**src/rtl/qps_pkg.sv**
```systemverilog
package qps_pkg;
  localparam int unsigned NPH  = 4;
  localparam int unsigned PH_W = $clog2(NPH);
  typedef logic [PH_W-1:0] ph_idx_t;
  localparam ph_idx_t PH_Q1 = ph_idx_t'(0);
  localparam ph_idx_t PH_Q2 = ph_idx_t'(1);
  localparam ph_idx_t PH_Q4 = ph_idx_t'(3);
endpackage

```
**src/rtl/qps_rst_sync.sv**
```systemverilog
module qps_rst_sync #(
  parameter int unsigned STAGES = 2
) (
  input  logic clk_i,
  input  logic rst_ni,
  output logic rst_no
);
  logic [STAGES-1:0] sh_q;
  logic [STAGES-1:0] sh_d;

  always_comb sh_d = {sh_q[STAGES-2:0], 1'b1};

  always_ff @(posedge clk_i or negedge rst_ni) begin
    if (!rst_ni) sh_q <= '0;
    else         sh_q <= sh_d;
  end

  assign rst_no = sh_q[STAGES-1];
endmodule

```
**src/rtl/qps_phase_gen.sv**
```systemverilog
module qps_phase_gen
  import qps_pkg::*;
(
  input  logic           clk_i,
  input  logic           rst_ni,
  output logic [NPH-1:0] phase_o
);
  ph_idx_t cnt_q, cnt_d;

  always_comb cnt_d = ph_idx_t'(cnt_q + 1'b1);

  always_ff @(posedge clk_i or negedge rst_ni) begin
    if (!rst_ni) cnt_q <= PH_Q1;
    else         cnt_q <= cnt_d;
  end

  for (genvar g = 0; g < NPH; g++) begin : g_dec
    assign phase_o[g] = (cnt_q == ph_idx_t'(g));
  end
endmodule

```
**src/rtl/qps_pc_unit.sv**
```systemverilog
module qps_pc_unit #(
  parameter int unsigned        ADDR_W    = 9,
  parameter logic [ADDR_W-1:0]  RESET_VEC = '1
) (
  input  logic              clk_i,
  input  logic              rst_ni,
  input  logic              step_en_i,
  input  logic              load_en_i,
  input  logic [ADDR_W-1:0] target_i,
  output logic [ADDR_W-1:0] pc_o
);
  logic [ADDR_W-1:0] pc_q, pc_d;
  logic              pc_en;

  always_comb begin
    pc_d = pc_q;
    if (load_en_i)      pc_d = target_i;
    else if (step_en_i) pc_d = pc_q + 1'b1;
  end

  assign pc_en = step_en_i | load_en_i;

  always_ff @(posedge clk_i or negedge rst_ni) begin
    if (!rst_ni)    pc_q <= RESET_VEC;
    else if (pc_en) pc_q <= pc_d;
  end

  assign pc_o = pc_q;
endmodule

```
**src/rtl/qps_pipe.sv**
```systemverilog
module qps_pipe #(
  parameter int unsigned WORD_W = 12
) (
  input  logic              clk_i,
  input  logic              rst_ni,
  input  logic              latch_en_i,
  input  logic              flush_i,
  input  logic [WORD_W-1:0] word_i,
  output logic [WORD_W-1:0] ir_o,
  output logic              valid_o
);
  logic [WORD_W-1:0] ir_q, ir_d;
  logic              vld_q, vld_d;

  always_comb begin
    ir_d  = word_i;
    vld_d = ~flush_i;
  end

  always_ff @(posedge clk_i or negedge rst_ni) begin
    if (!rst_ni) begin
      ir_q  <= '0;
      vld_q <= 1'b0;
    end else if (latch_en_i) begin
      ir_q  <= ir_d;
      vld_q <= vld_d;
    end
  end

  assign ir_o    = ir_q;
  assign valid_o = vld_q;
endmodule

```
**src/rtl/qps_seq.sv**
```systemverilog
module qps_seq
  import qps_pkg::*;
#(
  parameter int unsigned       ADDR_W    = 9,
  parameter int unsigned       WORD_W    = 12,
  parameter logic [ADDR_W-1:0] RESET_VEC = '1
) (
  input  logic              clk_i,
  input  logic              rst_ni,
  output logic [ADDR_W-1:0] prog_addr_o,
  input  logic [WORD_W-1:0] prog_data_i,
  input  logic              br_req_i,
  input  logic [ADDR_W-1:0] br_target_i,
  output logic              dm_rd_o,
  output logic              dm_wr_o,
  output logic [NPH-1:0]    phase_o,
  output logic              exec_valid_o,
  output logic [ADDR_W-1:0] pc_o,
  output logic [WORD_W-1:0] ir_o
);
  logic              rst_n_s;
  logic [NPH-1:0]    ph;
  logic              ev;
  logic              br_take;
  logic [ADDR_W-1:0] pc;

  qps_rst_sync #(.STAGES(2)) u_rst (
    .clk_i (clk_i),
    .rst_ni(rst_ni),
    .rst_no(rst_n_s)
  );

  qps_phase_gen u_ph (
    .clk_i  (clk_i),
    .rst_ni (rst_n_s),
    .phase_o(ph)
  );

  // a taken branch is only honoured at the end of slot four of a real instruction
  assign br_take = ph[PH_Q4] & ev & br_req_i;

  qps_pc_unit #(.ADDR_W(ADDR_W), .RESET_VEC(RESET_VEC)) u_pc (
    .clk_i    (clk_i),
    .rst_ni   (rst_n_s),
    .step_en_i(ph[PH_Q1] & ev),
    .load_en_i(br_take),
    .target_i (br_target_i),
    .pc_o     (pc)
  );

  qps_pipe #(.WORD_W(WORD_W)) u_pipe (
    .clk_i     (clk_i),
    .rst_ni    (rst_n_s),
    .latch_en_i(ph[PH_Q4]),
    .flush_i   (br_take),
    .word_i    (prog_data_i),
    .ir_o      (ir_o),
    .valid_o   (ev)
  );

  assign prog_addr_o  = pc;
  assign pc_o         = pc;
  assign phase_o      = ph;
  assign exec_valid_o = ev;
  assign dm_rd_o      = ph[PH_Q2] & ev;
  assign dm_wr_o      = ph[PH_Q4] & ev;
endmodule

```
**config.mk**
```make
export PLATFORM = sky130hd
export DESIGN_NAME = qps_seq
export DESIGN_NICKNAME = d
export VERILOG_FILES = /design/src/rtl/qps_pkg.sv /design/src/rtl/qps_rst_sync.sv /design/src/rtl/qps_phase_gen.sv /design/src/rtl/qps_pc_unit.sv /design/src/rtl/qps_pipe.sv /design/src/rtl/qps_seq.sv
export SDC_FILE = /design/constraint.sdc
export NUM_CORES = 1
export LEC_CHECK = 0
export ABC_AREA = 1
export BUFFER_PORTS_ARGS = -buffer_cell sky130_fd_sc_hd__buf_2
export CAP_MARGIN = 20
export CORE_ASPECT_RATIO = 1.5
export CORE_MARGIN = 10
export CORE_UTILIZATION = 46
export DETAILED_ROUTE_END_ITERATION = 16
export PLACE_DENSITY = 0.75
export SLEW_MARGIN = 20
export SYNTH_ARGS = -nofsm -noshare
export SYNTH_HDL_FRONTEND = slang
export SYNTH_HIERARCHICAL = 1
export SYNTH_SLANG_ARGS = --single-unit
```
**constraint.sdc**
```tcl
create_clock -name clk_i -period 1.1 [get_ports clk_i]
set_input_delay 0.11 -clock clk_i [delete_from_list [all_inputs] [get_ports clk_i]]
set_output_delay 0.11 -clock clk_i [all_outputs]
set_load 0.02 [all_outputs]
```
==> Yosys cells after proc, flatten, opt, wreduce, memory -nomap -nowiden <==
Cells that the tools add are included.
{ "op_classes": {"n_bitwise": 6, "muxes": 2, "addsub": 2, "eq_ne": 3, "reduce_logical": 3} }
{ "ops": {"columns": ["operator", "count"], "rows": [
  ["9-bit two-way mux", 2],
  ["9-bit by 1-bit adder with 9-bit output (second input constant)", 1],
  ["1-bit bitwise AND", 4],
  ["2-bit == test (second input constant)", 2],
  ["2-bit by 1-bit adder with 2-bit output (second input constant)", 1],
  ["2-bit by 1-bit == test with 1-bit output (second input constant)", 1],
  ["2-bit logical NOT", 1],
  ["2-bit AND reduction", 1],
  ["2-bit nonzero test", 1],
  ["1-bit NOT", 1],
  ["1-bit OR", 1]
]} }
{ "word_totals": {"reg_bits": 26, "output_inout_bits": 37, "word_cells": 21, "inputBits": 24} }

==> Depth between registers and ports, before layout <==
Gate-level depths: netlist of run 1.
{ "logic_depth": {"depth_word": 5, "ltp_mapped": 9} }

==> By module <==
The synthesis of run 1 kept the hierarchy.
{ "modules_own_cells": {"columns": ["module", "n_inst", "seq_area_each_um2", "cells_per_inst", "area_per_inst_um2"], "rows": [
  ["qps_pc_unit", 1, 236.5, 74, 578.1],
  ["qps_pipe", 1, 325.3, 56, 498.0],
  ["qps_phase_gen", 1, 50.0, 8, 107.6],
  ["qps_seq", 1, 0.0, 17, 100.1],
  ["qps_rst_sync", 1, 50.0, 3, 53.8]
]} }

==> Least setup slack after synthesis of run 1 <==
OpenSTA, ideal clock, no wires.
{ "synth_path": {"kind": "reg2reg", "startpoint": "reg u_ph.cnt_q[0]", "endpoint": "reg u_pc.pc_q[3] (netlist: u_pc/pc_o[3])", "synth_period_minus_slack_ns": 1.536, "t_arrival_ns": 1.457, "setup_ns": 0.080, "stages_incl_launch_ff": 8, "slack_ns": -0.436, "t_required_ns": 1.020, "path_buffers": 1, "path_cell_list": "dfrtp_1 > ha_1 > nand2_1 > nor2_2 > buf_6 > nor2_4 > a22oi_1 > nand2_1"} }
{ "synth_via": {"elab_chain_len": 5, "word_cells_on_any_way": 9, "classes_between": "eq/ne: 1; mux: 1; bitwise: 4; reduce/logical: 3"} }
{ "synth_rtl": {"columns": ["item", "line", "rtl"], "rows": [
  ["start: declaration", "qps_phase_gen.sv:8", "ph_idx_t cnt_q, cnt_d;"],
  ["start signal: assignment", "qps_phase_gen.sv:14", "else cnt_q <= cnt_d;"],
  ["2-bit == test *", "qps_phase_gen.sv:18", "assign phase_o[g] = (cnt_q == ph_idx_t'(g));"],
  ["via phase_o[3]", "qps_seq.sv:16", "output logic [NPH-1:0] phase_o,"],
  ["1-bit bitwise AND * (2 in a row)", "qps_seq.sv:40", "assign br_take = ph[PH_Q4] & ev & br_req_i;"],
  ["via br_take", "qps_seq.sv:24", "logic br_take;"],
  ["2-bit nonzero test (no source line) or 1-bit OR (tied branches)", null, null],
  ["2-bit AND reduction (no source line)", null, null],
  ["end signal: assignment", "qps_pc_unit.sv:25", "else if (pc_en) pc_q <= pc_d;"],
  ["end: declaration", "qps_pc_unit.sv:12", "logic [ADDR_W-1:0] pc_q, pc_d;"]
]} }
Mark *: on every way through the listed nets, which the timed path passes. The rest lies on a longest branch.
A chain may end at the register's enable or synchronous reset.

==> Worst setup path in the final report of run 1 <==
{ "layout_path": {"startpoint": "reg u_ph.cnt_q[1]", "endpoint": "reg u_pc.pc_q[5] (netlist: u_pc/pc_o[5])"} }
{ "layout_via": {"elab_chain_len": 5, "word_cells_on_any_way": 9, "classes_between": "eq/ne: 1; mux: 1; bitwise: 4; reduce/logical: 3"} }
{ "layout_rtl": {"columns": ["item", "line"], "rows": [
  ["2-bit == test", "qps_phase_gen.sv:18"],
  ["1-bit bitwise AND (2 in a row)", "qps_seq.sv:40"],
  ["2-bit nonzero test (no source line) or 1-bit OR (tied branches)", null],
  ["2-bit AND reduction (no source line)", null]
]} }
Parallel ways exist; a longest one is shown, timed or not.

==> out/results.txt, run 1 <==
num rows - 23
unrepaired setup endpoints after global routing - yes
Min-Delay Path Class - input pin to register
Power Density - 1340 nW/um^2
setup total negative slack - -5.51 ns
fin util - 88.6%
GR Util met2 - 31.3%
largest net degree at the start of global routing - 16
post-route ant nets - 0
sequential cell area fraction in the yosys report - 49.5%
min-delay src - prog_data_i[7]
Worst R2R Path Depth - 9
core box area - 2730 sq um
R2R Setup Slk - -0.30 ns
failing checks - negative setup slack
DR vias - 1459
Starting Density - 48.9%
FF+latch count, synth - 26
synth top area cells - dfrtp_1 (32%), nand2_1 (19%), dfstp_2 (18%), buf_4 (5.6%), ha_1 (4.7%)
share of cells above drive strength 1 - 65.7%
Finished Layout Cells - 288
static leakage - 1.21 nW
Chip Width - 64.0 um
worst r2r dst - u_pc/pc_o[5]
Final Setup Violations - 45
IO Pins - 61
nets - 281
dpl cells - 263
CTS tree - done
GR met3 Demand/Resource - 5.21%
leading area contributor after synthesis - dfrtp_1
Final Power - 3.24 mW
critical-path maximum fanout - 4
Clock Path Buffers - 2
critical path type - register to register
Post-Syn Area per Cell - 8.47 sq um
critical path endpoint category - register
H-tree depth - 1
CP required - 1.32 ns
mapped cell area - 1340 sq um
WL final - 4900 um
Max IR drop VDD - 1200 uV
Clk Tree Root Cell - clkbuf_8
DRC violations left - 0
Worst Slack Setup Final - -0.295 ns
Synth cell types - 19
Worst Hold Path EP - u_pipe/ir_o[7]
vias in the first global route - 1589
DP HPWL - 2860 um
Max-Cap Viols - 0
vias per cell - 5.07
RePlAce Congestion - 0.857
r2r startpoint - u_ph/cnt_q[1]
Clock Sinks - 26
Peak Freq - 717 MHz
Tmin final - 1.40 ns
# port buffers - 60
worst hold path depth - 3
DR WL/cell - 17.0 um
GRT busiest layer - met2
Syn Inst Count - 158
fillers - 118
Starting DRT DRC Count - 50
worst clock skew - 0.00394 ns
gr usage total - 16.3%
Clock transition at path regs - 0.09 ns
Synth top area share - 31.8%
first-pass detailed-route iteration total - 4
Num CTS Buffers - 3
Startpoint Class - register
yosys warns - 6
final period utilization - 127%
Mapped Nets - 187
Die Area - 5510 sq um
Arrival @ worst endpoint - 1.62 ns
outcome - finished with violations
initial antenna violation count - 0
clk_lat worst skew - 0.28 ns
first-pass GRT wire length - 7440 um
GR Layer Usage met1 - 15.6%
grt total ovfl - 0
Final Hold Vio Count - 0
area delta synth->final - 81.0%
Max Slew Vio Count - 0
n_diodes - 0
die height - 86.0 um
==> sequential cells by signal (all words and copies together), names as in the netlist <==
signal	count
u_pipe/ir_o	12
u_pc/pc_o	9
u_ph/cnt_q	2
u_rst/sh_q	2
u_pipe/valid_o	1
==> metrics by stage <==
stage | hold slack, ns | area [sq um] | setup slack (ns)
6_report | 0.0283 | 2420 | -0.295
5_1_grt | 0.0419 | 2420 | -0.364
4_1_cts | 0.0328 | 2230 | -0.282
3_5_place_dp | -0.101 | 1780 | -0.261
3_3_place_gp | -0.104 | 1780 | -0.204
2_1_floorplan | -0.186 | 1380 | -0.226
==> cells in the mapped netlist <==
| cell | number |
|---|---|
| nand3_1 | 12 |
| nor2_2 | 3 |
| dfrtp_1 | 17 |
| a22oi_1 | 7 |
| inv_1 | 11 |
| or2_2 | 1 |
| buf_6 | 2 |
| conb_1 | 1 |
| dfstp_2 | 9 |
| o21ai_1 | 1 |
| nor2_4 | 2 |
| o21bai_1 | 2 |
| buf_4 | 10 |
| nand2_1 | 66 |
| nor2_1 | 4 |
| o21a_1 | 1 |
| ha_1 | 5 |
| nand2_2 | 2 |
| inv_2 | 2 |
==> area by class of cell <==
class | instances | area, sq um | area share, %
sequential | 26 | 664 | 27.4
inverter | 13 | 66.3 | 2.74
tap | 37 | 46.3 | 1.91
clock buffer | 3 | 41.3 | 1.71
timing repair inverter | 1 | 11.3 | 0.465
clock inverter | 1 | 30.0 | 1.24
multi-input combinational | 107 | 711 | 29.4
timing repair buffer | 100 | 851 | 35.1
==> kinds of logic (layout without fill, tap and decap cells) <==
kind of cell | Yosys count | count (layout) | share of synthesized area (%)
flip-flops | 26 | 26 | 49.5
adder cells (fa/ha/maj) | 5 | 5 | 4.68
other | 1 | 1 | 0.280
AND/OR/NAND/NOR | 90 | 90 | 28.6
AO/OA/AOI/OAI | 11 | 11 | 5.99
buffers and inverters | 25 | 118 | 10.9
==> report_power, final <==
| group | switching (mW) | internal [mW] | leakage, nW | total, mW |
|---|---|---|---|---|
| registers | 0.0813 | 1.09 | 0.294 | 1.17 |
| logic | 0.627 | 0.645 | 0.885 | 1.27 |
| clock network | 0.311 | 0.487 | 0.0357 | 0.799 |
| total | 1.02 | 2.22 | 1.21 | 3.24 |
==> critical path: stages, from the launching register on <==
cell and delay (ns):
dfrtp_2 0.46, inv_4 0.09, ha_4 0.14, nand2_2 0.05, inv_2 0.09, inv_2 0.05
nor2_4 0.16, buf_6 0.16, nand3_2 0.08, nand2_2 0.07
==> layout by cell type (no fill, tap or decap), drive strengths merged <==
cell and count:
dfstp 9, nand3 12, o21bai 2, nand2 68, dlygate4sd3 1, o21a 1
clkbuf 4, or2 1, dfrtp 17, a22oi 7, inv 14, buf 98
conb 1, bufinv 1, nor2 9, ha 5, o21ai 1
==> what timing repair did <==
item / 4_1_cts / 5_1_grt
resized for setup: 77 / 42
setup endpoints to repair: 47 / 47
hold endpoints to repair: 2 / 0
setup buffers: 16 / 4
cloned: 0 / 2
hold buffers: 1 / 0
pin swaps: 14 / 4
==> worst max path at each step <==
stage	start	end
after floorplan	u_ph/cnt_q[1]	u_pc/pc_o[3]
after global placement	u_ph/cnt_q[1]	u_pc/pc_o[4]
after detailed placement	u_ph/cnt_q[1]	u_pc/pc_o[4]
after CTS	u_ph/cnt_q[1]	dm_rd_o
after global routing	u_ph/cnt_q[0]	u_pc/pc_o[5]
final	u_ph/cnt_q[1]	u_pc/pc_o[5]
==> routing by layer <==
metal  part of all wire (%)  routed length (um)
met2                     56                2740
met3                    7.3                 356
met4                    1.6                  78
met1                     35                1720
met5                      0                   0
Note: power is estimated with default switching activity, not from simulation.
==> run 2, diff against run 1 <==
--- a/config.mk
+++ b/config.mk
@@ -13,4 +13,6 @@
 export CORE_UTILIZATION = 46
+export CTS_CLUSTER_SIZE = 14
 export DETAILED_ROUTE_END_ITERATION = 16
 export PLACE_DENSITY = 0.75
+export REMOVE_ABC_BUFFERS = 1
 export SLEW_MARGIN = 20
==> constraint.sdc (replaced) <==
create_clock -name clk_i -period 1.1 [get_ports clk_i]
set_input_delay 0.22 -clock clk_i [delete_from_list [all_inputs] [get_ports clk_i]]
set_output_delay 0.22 -clock clk_i [all_outputs]
set_load 0.02 [all_outputs]
==> run 2 against run 1 <==
Critical path type is now register to primary output. First-iteration DRC count is 2.0% lower. Wire length decreased by 19%. Via count decreased by 8.2%. Sequential power hardly changed. The run still ends with negative setup slack left.
==> out/results.txt, run 2 (same netlist as run 1, synthesis figures left out) <==
outcome - finished with violations
failing checks - negative setup slack
first-pass GRT wire length - 6660 um (-10%)
DRC violations left - 0 (unchanged)
grt total ovfl - 0 (unchanged)
Clock Sinks - 26 (unchanged)
sw power - 0.911 mW (-11%)
H-tree depth - 1 (unchanged)
Peak Freq - 688 MHz (-4.1%)
static leakage - 1.13 nW (-7.1%)
unrepaired setup endpoints after global routing - yes
initial antenna violation count - 0 (unchanged)
# port buffers - 60 (unchanged)
Max-Cap Viols - 0 (unchanged)
Buf/Inv on CP - 3 (-1)
CTS tree - done
Final Hold Vio Count - 0 (unchanged)
vias in the first global route - 1463 (-7.9%)
GR Util met2 - 26.4% (-4.9 points)
Clk Tree Root Cell - clkbuf_8
nets - 275 (-2.1%)
max reg flops - 12 (unchanged)
Finished Layout Cells - 282 (-2.1%)
Power Density - 1340 nW/um^2 (about the same)
post-route ant nets - 0 (unchanged)
Crit path max-delay family - flip-flops
Final Power - 2.86 mW (-12%)
critical-path maximum fanout - 3 (-1)
critical path endpoint category - primary output
worst clock skew - 0.000936 ns (-0.00300 ns)
first-pass detailed-route iteration total - 4 (unchanged)
WL final - 3970 um (-19%)
dpl cells - 260 (-1.1%)
Tmin final - 1.45 ns (+0.0590 ns)
gr usage total - 14.7% (-1.5 points)
die height - 86.0 um (unchanged)
combinational share of power - 37.2% (-2.0 points)
commonest cells after routing, fill and taps aside - nand2_1 (65), buf_2 (35), buf_6 (32)
Num CTS Buffers - 3 (unchanged)
largest net degree at the start of global routing - 25 (+9)
setup total negative slack - -6.82 ns (-1.31 ns)
worst hold slack - 0.141 ns (+0.113 ns)
Arrival @ worst endpoint - 1.23 ns (-0.39 ns)
Max Slew Vio Count - 0 (unchanged)
IO Pins - 61 (unchanged)
n_diodes - 0 (unchanged)
Starting Density - 48.9% (unchanged)
final period utilization - 132% (+5.4 points)
sequential share of power - 41.3% (+5.2 points)
CP required - 0.88 ns (-0.44 ns)
Max IR drop VDD - 1150 uV (-4.5%)
Startpoint Class - register
Worst Slack Setup Final - -0.354 ns (-0.0590 ns)
DR vias - 1339 (-8.2%)
DP HPWL - 2740 um (-4.4%)
Starting DRT DRC Count - 49 (-2.0%)
GR Layer Usage met1 - 14.3% (-1.4 points)
GRT busiest layer - met2
switch share - 31.8% (+0.35 points)
vias per cell - 4.75 (-6.3%)
GR met3 Demand/Resource - 5.86% (+0.65 points)
part of the power in the clock network - 21.6% (-3.0 points)
CP max-delay cell - dfrtp_1
core box area - 2730 sq um (unchanged)
Final Setup Violations - 35 (-22%)
area delta synth->final - 59.9%
most common cell after layout, fill and taps aside - nand2_1
RePlAce Congestion - 0.844 (-1.5%)
Pint - 1.95 mW (-12%)
fin util - 78.2% (-10 points)
DR WL/cell - 14.1 um (-17%)
Clock transition at path regs - 0.09 ns (about the same)
Chip Width - 64.0 um (unchanged)
clk_lat worst skew - 0.27 ns (about the same)
Min-Delay Path Class - input pin to register
Most common cell on crit path - buf_6
CP max stage delay - 0.41 ns (-0.05 ns)
Clock Path Buffers - 2 (unchanged)
share of cells above drive strength 1 - 52.2% (-13 points)
Cell Chain, Critical Path - ha_2, nand2_2, buf_6, inv_4, buf_6
num rows - 23 (unchanged)
Die Area - 5510 sq um (unchanged)
critical path type - register to primary output
-- run 2: cell types whose count changed in the layout (fill, tap and decap cells not counted), moves of 4 or more --
cell / delta
buf_6: -4
nand3_2: -5
nand2_4: -7
nand2_2: -14
nand3_1: +6
nand2_1: +21
-- run 2: layer usage --
| metal | share of wire (%) | wire (um) |
|---|---|---|
| met1 | 37 | 1450 |
| met2 | 52 | 2050 |
| met3 | 9.8 | 389 |
| met4 | 1.9 | 74 |
| met5 | 0 | 0 |
-- run 2: metrics by stage --
| step | cell area, sq um | setup WS (ns) |
|---|---|---|
| floorplan | 1240 | -0.734 |
| global placement | 1710 | -0.211 |
| detailed placement | 1710 | -0.267 |
| CTS | 2110 | -0.340 |
| global route | 2140 | -0.400 |
| finish | 2140 | -0.354 |
-- run 2: power groups by stage --
stage	logic (mW)	registers (mW)	clock network, mW
after floorplan	0.191	1.41	0
after global placement	0.700	1.19	0
after detailed placement	0.711	1.20	0
after CTS	1.05	1.18	0.633
after global routing	1.15	1.20	0.673
final	1.06	1.18	0.618
-- run 2: worst min-delay path, stage by stage --
cell and delay (ns):
buf_2 0.07, nand2_1 0.04, nand2_1 0.05
-- run 2: path summary, 6_finish.rpt --
kind / start / to / slack, ns / cells past startpoint
worst min register to register: u_rst/sh_q[1] / u_ph/cnt_q[0] / 0.23 / 1
worst min-delay path: prog_data_i[8] / u_pipe/ir_o[8] / 0.14 / 3
worst max register to register: u_ph/cnt_q[0] / u_pc/pc_o[7] / -0.30 / 8
worst max-delay path: u_ph/cnt_q[0] / dm_wr_o / -0.35 / 5
min in group asynchronous: u_rst/sh_q[1] / u_ph/cnt_q[0] / 0.23 / 1
max in group asynchronous: u_rst/sh_q[1] / u_pc/pc_o[0] / 0.58 / 1
-- run 2: repair_timing --
action / 4_1_cts / 5_1_grt
pin swaps: 2 / 1
endpoints found under the setup margin: 47 / 47
setup buffers: 17 / 0
hold buffers: 1 / 0
resized for setup: 64 / 9
hold endpoints to repair: 2 / 0
-- run 2: area by class of cell --
type	count	area, sq um
multi-input cells	107	569
flip-flops and latches	26	663
well taps	37	46.3
repair buffers	95	748
inverters	13	56.3
clock buffers	4	55.1
fillers	179	596
